`src/rtl/eth_tx_pkg.sv`:
```
package eth_tx_pkg;

    typedef enum logic [2:0] {
        ST_IDLE,
        ST_PREAMBLE,
        ST_SFD,
        ST_BODY,
        ST_PAD,
        ST_FCS,
        ST_GAP
    } tx_state_t;

    localparam logic [7:0]  PRE_BYTE   = 8'h55;
    localparam logic [7:0]  SFD_BYTE   = 8'hD5;
    localparam logic [7:0]  PAD_BYTE   = 8'h00;
    localparam logic [31:0] CRC_POLY_R = 32'hEDB88320;
    localparam logic [31:0] CRC_SEED   = 32'hFFFFFFFF;
    localparam int          FCS_BYTES  = 4;

endpackage

```
`src/rtl/eth_tx_crc.sv`:
```
module eth_tx_crc
    import eth_tx_pkg::*;
#(
    parameter int DATA_W = 8
) (
    input  logic              clk,
    input  logic              rst_n,
    input  logic              seed,
    input  logic              step,
    input  logic [DATA_W-1:0] din,
    output logic [31:0]       crc_q
);

    // One reflected shift stage per input bit, least significant bit first.
    logic [31:0] chain [DATA_W+1];

    assign chain[0] = crc_q;

    generate
        for (genvar b = 0; b < DATA_W; b++) begin : g_bit
            assign chain[b+1] = (chain[b] >> 1) ^
                                ((chain[b][0] ^ din[b]) ? CRC_POLY_R : 32'h0);
        end
    endgenerate

    always_ff @(posedge clk) begin
        if (!rst_n) begin
            crc_q <= CRC_SEED;
        end else if (seed) begin
            crc_q <= CRC_SEED;
        end else if (step) begin
            crc_q <= chain[DATA_W];
        end
    end

endmodule

```
`src/rtl/eth_tx_ctrl.sv`:
```
module eth_tx_ctrl
    import eth_tx_pkg::*;
#(
    parameter int PRE_LEN  = 7,
    parameter int MIN_BODY = 60,
    parameter int GAP_LEN  = 12
) (
    input  logic      clk,
    input  logic      rst_n,
    input  logic      in_valid,
    input  logic      in_last,
    output tx_state_t st,
    output logic [1:0] fcs_idx,
    output logic      in_ready,
    output logic      take,
    output logic      crc_seed,
    output logic      crc_step
);

    localparam int CNT_MAX0 = (PRE_LEN > GAP_LEN) ? PRE_LEN : GAP_LEN;
    localparam int CNT_MAX  = (CNT_MAX0 > FCS_BYTES) ? CNT_MAX0 : FCS_BYTES;
    localparam int CNT_W    = $clog2(CNT_MAX) + 1;
    localparam int BODY_W   = $clog2(MIN_BODY + 1);

    tx_state_t         st_n;
    logic [CNT_W-1:0]  cnt, cnt_n;
    logic [BODY_W-1:0] body_cnt, body_n;

    // State register
    always_ff @(posedge clk) begin
        if (!rst_n) begin
            st       <= ST_IDLE;
            cnt      <= '0;
            body_cnt <= '0;
        end else begin
            st       <= st_n;
            cnt      <= cnt_n;
            body_cnt <= body_n;
        end
    end

    // Next-state logic
    always_comb begin
        st_n   = st;
        cnt_n  = cnt;
        body_n = body_cnt;
        unique case (st)
            ST_IDLE: begin
                if (in_valid) begin
                    st_n  = ST_PREAMBLE;
                    cnt_n = '0;
                end
            end
            ST_PREAMBLE: begin
                if (cnt == CNT_W'(PRE_LEN - 1)) begin
                    st_n  = ST_SFD;
                    cnt_n = '0;
                end else begin
                    cnt_n = cnt + CNT_W'(1);
                end
            end
            ST_SFD: begin
                st_n   = ST_BODY;
                body_n = '0;
            end
            ST_BODY: begin
                if (in_valid) begin
                    if (body_cnt != BODY_W'(MIN_BODY)) begin
                        body_n = body_cnt + BODY_W'(1);
                    end
                    if (in_last) begin
                        cnt_n = '0;
                        st_n  = (body_cnt < BODY_W'(MIN_BODY - 1)) ? ST_PAD : ST_FCS;
                    end
                end
            end
            ST_PAD: begin
                body_n = body_cnt + BODY_W'(1);
                if (body_cnt == BODY_W'(MIN_BODY - 1)) begin
                    st_n  = ST_FCS;
                    cnt_n = '0;
                end
            end
            ST_FCS: begin
                if (cnt == CNT_W'(FCS_BYTES - 1)) begin
                    st_n  = ST_GAP;
                    cnt_n = '0;
                end else begin
                    cnt_n = cnt + CNT_W'(1);
                end
            end
            ST_GAP: begin
                if (cnt == CNT_W'(GAP_LEN - 1)) begin
                    st_n  = ST_IDLE;
                    cnt_n = '0;
                end else begin
                    cnt_n = cnt + CNT_W'(1);
                end
            end
            default: begin
                st_n  = ST_IDLE;
                cnt_n = '0;
            end
        endcase
    end

    // Outputs
    always_comb begin
        in_ready = (st == ST_BODY);
        take     = (st == ST_BODY) && in_valid;
        crc_seed = (st == ST_SFD);
        crc_step = ((st == ST_BODY) && in_valid) || (st == ST_PAD);
        fcs_idx  = cnt[1:0];
    end

    // padding never runs past the minimum content size
    a_r4_pad_bound: assert property (@(posedge clk) disable iff (!rst_n)
        (st == ST_PAD) |-> (body_cnt < BODY_W'(MIN_BODY)));

    // the last accepted byte closes the acceptance window
    a_r8_last_closes: assert property (@(posedge clk) disable iff (!rst_n)
        (st == ST_BODY && in_valid && in_last) |=> (st == ST_PAD || st == ST_FCS));

    // a long frame goes straight to the check sequence
    a_r9_no_pad_long: assert property (@(posedge clk) disable iff (!rst_n)
        (st == ST_BODY && in_valid && in_last && body_cnt >= BODY_W'(MIN_BODY - 1))
        |=> (st == ST_FCS));

endmodule

```
`src/rtl/eth_tx_out.sv`:
```
module eth_tx_out
    import eth_tx_pkg::*;
(
    input  logic       clk,
    input  logic       rst_n,
    input  tx_state_t  st,
    input  logic       take,
    input  logic [1:0] fcs_idx,
    input  logic [7:0] in_data,
    input  logic [31:0] crc_q,
    output logic [7:0] phy_data,
    output logic       phy_en
);

    logic [7:0]  sel_data;
    logic        sel_en;
    logic [31:0] crc_inv;

    assign crc_inv = ~crc_q;

    always_comb begin
        sel_data = 8'h00;
        sel_en   = 1'b0;
        unique case (st)
            ST_PREAMBLE: begin
                sel_data = PRE_BYTE;
                sel_en   = 1'b1;
            end
            ST_SFD: begin
                sel_data = SFD_BYTE;
                sel_en   = 1'b1;
            end
            ST_BODY: begin
                sel_data = in_data;
                sel_en   = take;
            end
            ST_PAD: begin
                sel_data = PAD_BYTE;
                sel_en   = 1'b1;
            end
            ST_FCS: begin
                unique case (fcs_idx)
                    2'd0: sel_data = crc_inv[7:0];
                    2'd1: sel_data = crc_inv[15:8];
                    2'd2: sel_data = crc_inv[23:16];
                    default: sel_data = crc_inv[31:24];
                endcase
                sel_en = 1'b1;
            end
            default: begin
                sel_data = 8'h00;
                sel_en   = 1'b0;
            end
        endcase
    end

    always_ff @(posedge clk) begin
        if (!rst_n) begin
            phy_data <= 8'h00;
            phy_en   <= 1'b0;
        end else begin
            phy_data <= sel_data;
            phy_en   <= sel_en;
        end
    end

endmodule

```
`src/rtl/eth_tx_framer.sv`:
```
module eth_tx_framer
    import eth_tx_pkg::*;
#(
    parameter int PRE_LEN  = 7,
    parameter int MIN_BODY = 60,
    parameter int GAP_LEN  = 12
) (
    input  logic       clk,
    input  logic       rst_n,
    input  logic [7:0] in_data,
    input  logic       in_valid,
    input  logic       in_last,
    output logic       in_ready,
    output logic [7:0] phy_data,
    output logic       phy_en
);

    localparam int MIN_WIRE = PRE_LEN + 1 + MIN_BODY + FCS_BYTES;
    localparam int GAP_W    = $clog2(GAP_LEN + 1);
    localparam int LEN_W    = 16;

    tx_state_t   st;
    logic [1:0]  fcs_idx;
    logic        take, crc_seed, crc_step;
    logic [31:0] crc_q;
    logic [7:0]  crc_din;

    assign crc_din = (st == ST_BODY) ? in_data : PAD_BYTE;

    eth_tx_ctrl #(
        .PRE_LEN (PRE_LEN),
        .MIN_BODY(MIN_BODY),
        .GAP_LEN (GAP_LEN)
    ) ctrl_i (
        .clk     (clk),
        .rst_n   (rst_n),
        .in_valid(in_valid),
        .in_last (in_last),
        .st      (st),
        .fcs_idx (fcs_idx),
        .in_ready(in_ready),
        .take    (take),
        .crc_seed(crc_seed),
        .crc_step(crc_step)
    );

    eth_tx_crc #(.DATA_W(8)) crc_i (
        .clk  (clk),
        .rst_n(rst_n),
        .seed (crc_seed),
        .step (crc_step),
        .din  (crc_din),
        .crc_q(crc_q)
    );

    eth_tx_out out_i (
        .clk     (clk),
        .rst_n   (rst_n),
        .st      (st),
        .take    (take),
        .fcs_idx (fcs_idx),
        .in_data (in_data),
        .crc_q   (crc_q),
        .phy_data(phy_data),
        .phy_en  (phy_en)
    );

    // Line observers used only by the assertions below.
    logic [GAP_W-1:0] quiet_run;
    logic [LEN_W-1:0] wire_len;

    always_ff @(posedge clk) begin
        if (!rst_n) begin
            quiet_run <= GAP_W'(GAP_LEN);
            wire_len  <= '0;
        end else begin
            if (phy_en) begin
                quiet_run <= '0;
            end else if (quiet_run != GAP_W'(GAP_LEN)) begin
                quiet_run <= quiet_run + GAP_W'(1);
            end
            if (phy_en) begin
                if (wire_len != {LEN_W{1'b1}}) begin
                    wire_len <= wire_len + LEN_W'(1);
                end
            end else begin
                wire_len <= '0;
            end
        end
    end

    // enough quiet byte times precede each frame
    a_r7_gap: assert property (@(posedge clk) disable iff (!rst_n)
        $rose(phy_en) |-> (quiet_run >= GAP_W'(GAP_LEN)));

    // a frame opens with a preamble byte
    a_r2_opens_preamble: assert property (@(posedge clk) disable iff (!rst_n)
        $rose(phy_en) |-> (phy_data == PRE_BYTE));

    // a finished frame is never shorter than the minimum on the wire
    a_r6_min_len: assert property (@(posedge clk) disable iff (!rst_n)
        $fell(phy_en) |-> (wire_len >= LEN_W'(MIN_WIRE)));

    // ready never opens while the line is quiet
    a_r8_ready_in_frame: assert property (@(posedge clk) disable iff (!rst_n)
        in_ready |-> phy_en);

endmodule

```
`config.mk`:
```
export PLATFORM = sky130hd
export DESIGN_NAME = eth_tx_framer
export DESIGN_NICKNAME = d
export VERILOG_FILES = /design/src/rtl/eth_tx_pkg.sv /design/src/rtl/eth_tx_crc.sv /design/src/rtl/eth_tx_ctrl.sv /design/src/rtl/eth_tx_out.sv /design/src/rtl/eth_tx_framer.sv
export SDC_FILE = /design/constraint.sdc
export NUM_CORES = 1
export LEC_CHECK = 0
export BUFFER_PORTS_ARGS = -buffer_cell sky130_fd_sc_hd__buf_2
export CAP_MARGIN = 20
export CORE_MARGIN = 3
export CORE_UTILIZATION = 40
export CTS_CLUSTER_SIZE = 28
export DETAILED_ROUTE_END_ITERATION = 12
export PLACE_DENSITY = 0.58
export SYNTH_ARGS = -nofsm -noshare
export SYNTH_HDL_FRONTEND = slang
export SYNTH_SLANG_ARGS = --single-unit
```
`constraint.sdc`:
```
create_clock -name clk -period 2.45 [get_ports clk]
set_clock_uncertainty 0.1 [all_clocks]
set_input_delay 0.1225 -clock clk [delete_from_list [all_inputs] [get_ports clk]]
set_output_delay 0.1225 -clock clk [all_outputs]
set_load 0.01 [all_outputs]
```
==> metrics.txt, run 1 <==
status complete, no violations; Net Count, Synth 416; Total Power between 3 and 4 mW; Root Driver clkbuf_8; worst-path maximum fanout 14; clk sinks 55; Clk Latency, worst-skew pair 0.31 ns; async set or reset register ratio after synthesis 0; num rows 33; Non-Filler Instances 540; Fin. Hold Viols 0; initial antenna violation count 0; number of diodes 0; sequential share of the synthesized area 0.3133; TritonCTS Buffers 5; critical path's slowest cell xnor3_1; Die ar. 9947 um^2; CP Capture Type flop; Area growth syn-to-layout 15.88%; cell with the most instances after synthesis dfxtp_1; CORE AREA between 8000 and 9000 um^2; Yosys cell types 55; Hold Path Class input port to flop; Pwr Density about 960 nW/um^2; Synth top area share 0.3133; crit path DAT 2.53 ns; critical path cell sequence buf_4, nand4b_1, xor2_2, xnor2_2, xnor3_1, or3_1, nand3_1; FMAX roughly 0.42 GHz; Reg clk slew, reported paths 0.10 ns; Die W between 90 and 100 um; H-tree Lvls 2; DRC viols 0; critical path class flop to flop; Die Ht about 100 um; Avg Cell Area, Syn 8.853 um^2; # nets final 453; first-pass GRT wire length 14050 um; RSZ-0062 raised after global routing false; top cells by count, synth dfxtp_1 (55), nand2_1 (48), xnor2_1 (29); ranking of synthesized cells by area dfxtp_1 (31%), xnor2_1 (7.2%), xor2_1 (5.7%), nand2_1 (5.1%), o21ai_0 (3.8%); 1st-iter DRT viols 174; VDD IR-drop max 0.3525 mV; Post-Place Worst Slack 0.1213 ns; EDFF count, synth 0; MaxCap Viol Count 0; largest net degree at the start of global routing 40; Initial Util 0.4193; mapped cell area 3515 um^2; startpoint class of the critical path flop; Static Leak 1.650 nW; CTS tree built; hold slack 0.06607 ns; DRT Pass-1 Iters 4; layout cells sized above 1 0.1839; antenna-violating nets left 0; utilization after layout 0.4859; DP Cell Count 523; CP peak stage delay ~0.47 ns; Synth Instances 397; GRT Overall Usage 0.1763; fraction of the cycle the final worst path needs 0.9732; # IOs 22; Worst Tran Pin Value 0.9686 ns; Synthesis Warnings 0; min cycle time layout 2.384 ns; max_slew headroom 0.3543; fin. max-slew vios 0; Avg WL per Cell 16.64 um; Worst Slack Setup Final 0.06560 ns; vias in the first global route approximately 2600; Yosys top cell by area dfxtp_1; design area 4073 um^2; Worst Path Required 2.60 ns; CTS Buffer Depth 2; flop and latch count out of synthesis 55; PortBufs 21; drt via density around 5.5; grt ovf 0; ys flop type dfxtp_1; # setup viols final 0; GPL Wtd Cong a little under 0.9; post-DP HPWL 6348 um; final wirelength 8983 um; TNS Setup 0 ns; vias between 2000 and 3000; placed inst area around 3800 um^2
## layout by cell type (no fill, tap or decap), types with 7 or more instances in the layout
cell	n
o21ai_0	27
o22ai_1	7
buf_4	25
ha_1	7
inv_1	12
xor2_1	23
nand3_1	12
dfxtp_1	53
nor2b_1	14
nand2_1	48
buf_2	21
a21oi_1	21
xnor2_1	29
nor2_1	17
o211ai_1	15
## cells by family after synthesis
| group | count (synthesis) | synth area share |
|---|---|---|
| AND/OR/NAND/NOR | 121 | 0.1837 |
| buffers and inverters | 35 | 0.04093 |
| AO/OA/AOI/OAI | 107 | 0.1947 |
| flip-flops | 55 | 0.3133 |
| adder cells (fa/ha/maj) | 7 | 0.02492 |
| XOR/XNOR | 70 | 0.2367 |
| multiplexers | 2 | 0.005696 |
## power breakdown
group,switching (mW),internal (mW)
Combinational,1.15,0.902
Clock,0.322,0.408
Sequential,0.118,1.02
## timing repair
| action | CTS | global route |
|---|---|---|
| gates resized for setup | 0 | 2 |
| hold buffers | 3 | 0 |
| endpoints found under the hold margin | 3 | 0 |
| setup endpoints to repair | 0 | 8 |
| buffers inserted | 0 | 5 |
## cell type report
class | count | area, um^2
fillers | 811 | 4309
multi-input cells | 308 | 2290
flip-flops and latches | 55 | 1104
repair buffers | 51 | 362.8
well taps | 105 | 131.4
clock buffers | 5 | 68.82
clock inverters | 3 | 67.56
inverters | 13 | 48.80
## routing by layer
metal / global-route usage / wire length [um]
met2: 0.2668 / 4017
met1: 0.2647 / 4575
met4: 0.03782 / 51
met3: 0.02525 / 338
met5: 0 / 0
## worst paths after layout
path | start | slack, ns | end | cells past startpoint
worst min register to register | crc_i.crc_q[23] | 0.39 | crc_i.crc_q[23] | 2
worst max-delay path | ctrl_i.st[2] | 0.07 | crc_i.crc_q[19] | 7
worst max register to register | ctrl_i.st[2] | 0.07 | crc_i.crc_q[19] | 7
worst min-delay path | in_last | 0.07 | ctrl_i.st[2] | 3
## state kept, by name, indices dropped and copies added (netlist names)
name	cells
ctrl_i.st	3
ctrl_i.body_cnt	6
out_i.phy_en	1
out_i.phy_data	8
ctrl_i.cnt	5
crc_i.crc_q	32
## critical path: cells and delay by family (launching register included)
| family | cells | cell delay, ns |
|---|---|---|
| XOR/XNOR | 3 | 0.98 |
| buffers and inverters | 1 | 0.18 |
| AND/OR/NAND/NOR | 3 | 0.69 |
| flip-flops | 1 | 0.37 |
Power figures use the tool's default switching activity.
==> run 2: changes to the inputs <==
--- a/config.mk
+++ b/config.mk
@@ -7,6 +7,7 @@
 export LEC_CHECK = 0
 export BUFFER_PORTS_ARGS = -buffer_cell sky130_fd_sc_hd__buf_2
 export CAP_MARGIN = 20
+export CORE_ASPECT_RATIO = 1.1
 export CORE_MARGIN = 3
 export CORE_UTILIZATION = 40
 export CTS_CLUSTER_SIZE = 28
==> run 2 against run 1 <==
- cell count grew 0.56%
- wire length fell by 3.2%
- via count is 1.4% lower
- global-route usage is 0.27 points higher
- clock power down 22%
- core utilization is 0.98 points lower
- first-iteration DRC count fell by 24%
- critical endpoint unchanged
==> metrics.txt, run 2 (synthesis results as in run 1) <==
worst r2r src ctrl_i.st[2]; CTS tree built; # IOs 22; clk sinks 55; drt via density between 5 and 6; antenna-violating nets left 0; final wirelength 8698 um; DRC viols 0; Area growth syn-to-layout 14.49%; min cycle time layout 2.297 ns; startpoint class of the critical path flop; layout cells sized above 1 0.1782; Die ar. approximately 9900 um^2; fin. max-slew vios 0; fraction of the cycle the final worst path needs 0.9376; Clk Latency, worst-skew pair 0.32 ns; critical path class flop to flop; worst-path maximum fanout 8; # nets final 450; H-tree Lvls 2; Avg WL per Cell 16.02 um; Static Leak 1.632 nW; crit path DAT 2.45 ns; max_slew headroom 0.6084; Fin. Hold Viols 0; largest net degree at the start of global routing 27; GRT Overall Usage 0.1790; most frequent cells in the layout dfxtp_1 (53), nand2_1 (48), xnor2_1 (29); number of diodes 0; Initial Util 0.4158; Reg-to-Reg End crc_i.crc_q[19]; most common cell after layout, fill and taps aside dfxtp_1; first-pass GRT wire length 14040 um; num rows 35; TritonCTS Buffers 5; Reg area 1104 um^2; # setup viols final 0; post-DP HPWL 6529 um; CORE AREA 8452 um^2; DP Cell Count 529; Root Driver clkbuf_8; CP Capture Type flop; Largest Register crc_i.crc_q; Filler cells 813; Pwr Density 920.4 nW/um^2; GPL Wtd Cong 0.8414; Non-Filler Instances 543; Die W 95.38 um; PortBufs 21; Die Ht 104.3 um; initial antenna violation count 0; vias 2920; MaxCap Viol Count 0; status complete, no violations; top flop regs crc_i.crc_q x32, out_i.phy_data x8, ctrl_i.body_cnt x6; DRT Pass-1 Iters 4; grt ovf 0; worst reg2reg path depth 6; Hold Path Class input port to flop; Worst Tran Pin Value ~0.6 ns; FMAX 0.4353 GHz; Total Power 3.704 mW; 1st-iter DRT viols 132; WHS Endpoint ctrl_i.st[2]; area occupied by multi-input gates approximately 2300 um^2; Largest register FFs 32; Worst R2R Setup Slack 0.15 ns; VDD IR-drop max 0.3943 mV; hold path start in_last; vias in the first global route 2808; RSZ-0062 raised after global routing false; TNS Setup 0 ns; Reg clk slew, reported paths around 0.10 ns; hold depth 3; Worst Path Required 2.61 ns; CTS Buffer Depth 2
[run 2: timing repair]
| action | CTS | global route |
|---|---|---|
| buffers inserted | 0 | 3 |
| gates resized for setup | 0 | 2 |
| setup endpoints to repair | 0 | 2 |
| hold buffers | 3 | 0 |
| hold endpoints to repair | 3 | 0 |
[run 2: power by group]
part / total (mW) / leakage [nW] / switching [mW] / internal [mW]
Clock: 0.569 / 0.0505 / 0.311 / 0.258
Sequential: 1.17 / 0.448 / 0.140 / 1.03
Combinational: 1.97 / 1.13 / 1.11 / 0.864
Total: 3.70 / 1.63 / 1.56 / 2.15
[run 2: area by class of cell]
type	count	share of cell area
multi-input cells	307	0.5669
well taps	111	0.03451
inverters	13	0.01213
flip-flops and latches	55	0.2743
clock buffers	7	0.02394
repair buffers	49	0.08644
clock inverters	1	0.001866
[run 2: through the flow]
step                      hold slack (ns)  worst slack, ns  area (um^2)    util
after floorplan                    0.1581           0.2803         3515       -
after global placement             0.3110           0.1896         3865  0.4573
after detailed placement           0.3153           0.1376         3865  0.4573
after CTS                         0.04026          0.07854         3999  0.4731
after global routing              0.06786          0.02090         4024  0.4761
final                             0.04948           0.1529         4024  0.4761
[run 2: worst max-delay path, stage by stage (launching register included)]
cell and delay [ns]:
dfxtp_1 0.37, nand4b_2 0.29, xor2_4 0.34, xnor2_4 0.19, xnor3_1 0.48, or3_1 0.38
nand3_1 0.09
[run 2: worst max path at each step]
| stage | start | end | slack [ns] | depth (start not counted) |
|---|---|---|---|---|
| detailed placement | ctrl_i.st[0] | crc_i.crc_q[19] | 0.14 | 7 |
| global route | ctrl_i.st[2] | crc_i.crc_q[19] | 0.02 | 7 |
| global placement | ctrl_i.st[0] | crc_i.crc_q[19] | 0.19 | 7 |
| finish | ctrl_i.st[2] | crc_i.crc_q[19] | 0.15 | 6 |
| floorplan | ctrl_i.st[0] | crc_i.crc_q[22] | 0.28 | 7 |
| CTS | ctrl_i.st[0] | crc_i.crc_q[19] | 0.08 | 6 |
[run 2: metal layers]
layer | GRT usage | part of all wire
met5 | 0 | 0
met4 | 0.05488 | 0.024
met3 | 0.02967 | 0.033
met2 | 0.3067 | 0.50
met1 | 0.2267 | 0.45
==> run 3: changes to the inputs <==
==> constraint.sdc (replaced) <==
create_clock -name clk -period 2.6 [get_ports clk]
set_clock_uncertainty 0.1 [all_clocks]
set_input_delay 0.13 -clock clk [delete_from_list [all_inputs] [get_ports clk]]
set_output_delay 0.13 -clock clk [all_outputs]
set_load 0.01 [all_outputs]
==> run 3 against run 2 <==
- non-clock buffer count down 10
- core utilization shrank 0.96 points
- global-route usage rose by 0.20 points
- first-iteration DRC count rose by 17%
- clock power up 6.3%
- total power down 5.8%
- cell count is 1.8% lower
- via count shrank 2.2%
- critical path depth increased by 1
- sequential cell count is the same
==> metrics.txt, run 3 (synthesis results as in run 1) <==
GRT Overall Usage 0.1810; largest net degree at the start of global routing 26; # nets final 440; DRC viols 0; Die ar. 9949 um^2; Worst Path Required 2.70 ns; top flop regs crc_i.crc_q x32, out_i.phy_data x8, ctrl_i.body_cnt x6; antenna-violating nets left 0; FMAX 0.4270 GHz; vias in the first global route 2782; Most common cell on crit path xnor2_1; PortBufs 21; VDD IR-drop max 0.3022 mV; hold slack 0.08242 ns; Hold Path Class input port to flop; CTS tree built; status complete, no violations; Worst R2R Setup Slack between 0.2 and 0.3 ns; critical path's slowest cell dfxtp_1; crit path DAT 2.45 ns; crit path from ctrl_i.st[2]; GPL Wtd Cong 0.8645; TritonCTS Buffers 5; Reg clk slew, reported paths 0.11 ns; min cycle time layout between 2 and 2.5 ns; fraction of the cycle the final worst path needs 0.9008; first-pass GRT wire length 14210 um; most frequent cells in the layout dfxtp_1 (55), nand2_1 (48), xnor2_1 (28); vias 2856; Largest Register crc_i.crc_q; design area 3943 um^2; placed inst area ~3800 um^2; max_slew headroom 0.5516; final wirelength 8629 um; Clk Latency, worst-skew pair 0.32 ns; Reg-to-Reg End crc_i.crc_q[21]; number of diodes 0; CP endpoint crc_i.crc_q[21]; worst-path maximum fanout 25; H-tree Lvls 2; Fin. Hold Viols 0; CORE AREA about 8500 um^2; post-DP HPWL 6366 um; Worst Tran Pin Value 0.6679 ns; Avg WL per Cell roughly 16 um; layout cells sized above 1 0.1564; critical path cell sequence buf_4, nand4b_2, xor2_4, xnor2_1, xnor2_1, xor2_1, o21ai_0; Area growth syn-to-layout 12.18%; initial antenna violation count 0; Root Driver clkbuf_8; critical path class flop to flop; # IOs 22; Initial Util 0.4158; worst reg2reg path depth 7; grt ovf 0; num rows 35; RSZ-0062 raised after global routing false; worst r2r src ctrl_i.st[2]; startpoint class of the critical path flop; Pwr Density 884.5 nW/um^2; DRT Pass-1 Iters 4; MaxCap Viol Count 0; CP peak stage delay 0.44 ns; Static Leak 1.581 nW; DP Cell Count between 500 and 600; Non-Filler Instances approximately 530; most common cell after layout, fill and taps aside dfxtp_1; Largest register FFs 32; CP Capture Type flop; post-CTS setup buffer count 0; CTS Buffer Depth 2; hold path start in_last; # setup viols final 0; 1st-iter DRT viols 155; Die W 95.38 um; Total Power 3.487 mW; drt via density approximately 5.4; TNS Setup 0 ns; fin. max-slew vios 0; clk sinks 55; Die Ht 104.3 um
## run 3: cell types whose count changed in the layout (fill, tap and decap cells not counted), moves of 2 or more
cell,delta
dfxtp_2,-2
dfxtp_1,+2
buf_4,-8
buf_12,-2
## run 3: worst min-delay path by stage
stage | end | slack, ns | depth (start not counted)
2_1_floorplan | out_i.phy_data[1] | 0.17 | 2
3_3_place_gp | out_i.phy_data[3] | 0.31 | 3
3_5_place_dp | out_i.phy_data[3] | 0.32 | 3
4_1_cts | ctrl_i.st[2] | 0.05 | 3
5_1_grt | ctrl_i.st[2] | 0.11 | 3
6_report | ctrl_i.st[2] | 0.08 | 3
## run 3: per-layer routing
metal | vias up | wire length [um] | global-route usage
met4 | 0 | 125 | 0.04167
met2 | 58 | 4305 | 0.3097
met1 | 1351 | 3900 | 0.2369
met5 | - | 0 | 0
li1 | 1438 | - | -
met3 | 9 | 297 | 0.02750
## run 3: metrics by stage
step                      worst slack [ns]    util
final                               0.2580  0.4665
after global placement              0.2237  0.4481
after detailed placement            0.2335  0.4481
after CTS                           0.2061  0.4656
after global routing               0.03166  0.4665
after floorplan                     0.4303       -
## run 3: area by class of cell
class | instances | area (um^2)
fillers | 831 | 4509
multi-input cells | 307 | 2288
flip-flops and latches | 55 | 1101
repair buffers | 39 | 247.7
well taps | 111 | 138.9
clock buffers | 6 | 82.58
inverters | 13 | 48.80
clock inverters | 2 | 35.03
## run 3: critical path, delay by kind of cell (launching register included)
kind,cells,cell delay (ns)
xor gates and xnor gates,4,1.08
DFF,1,0.44
buffers and inverters,1,0.29
and+or+nand+nor,1,0.23
AOI/OAI and AO/OA,1,0.10
## run 3: repair_timing
item                                    4_1_cts  5_1_grt
endpoints found under the setup margin        0        1
endpoints found under the hold margin         3        0
hold buffers                                  3        0
gates resized for setup                       0        1
## run 3: power breakdown
group          leakage, nW  internal (mW)  switching [mW]
Sequential           0.447          0.963           0.122
Combinational         1.07          0.760            1.04
Clock               0.0612          0.312           0.293
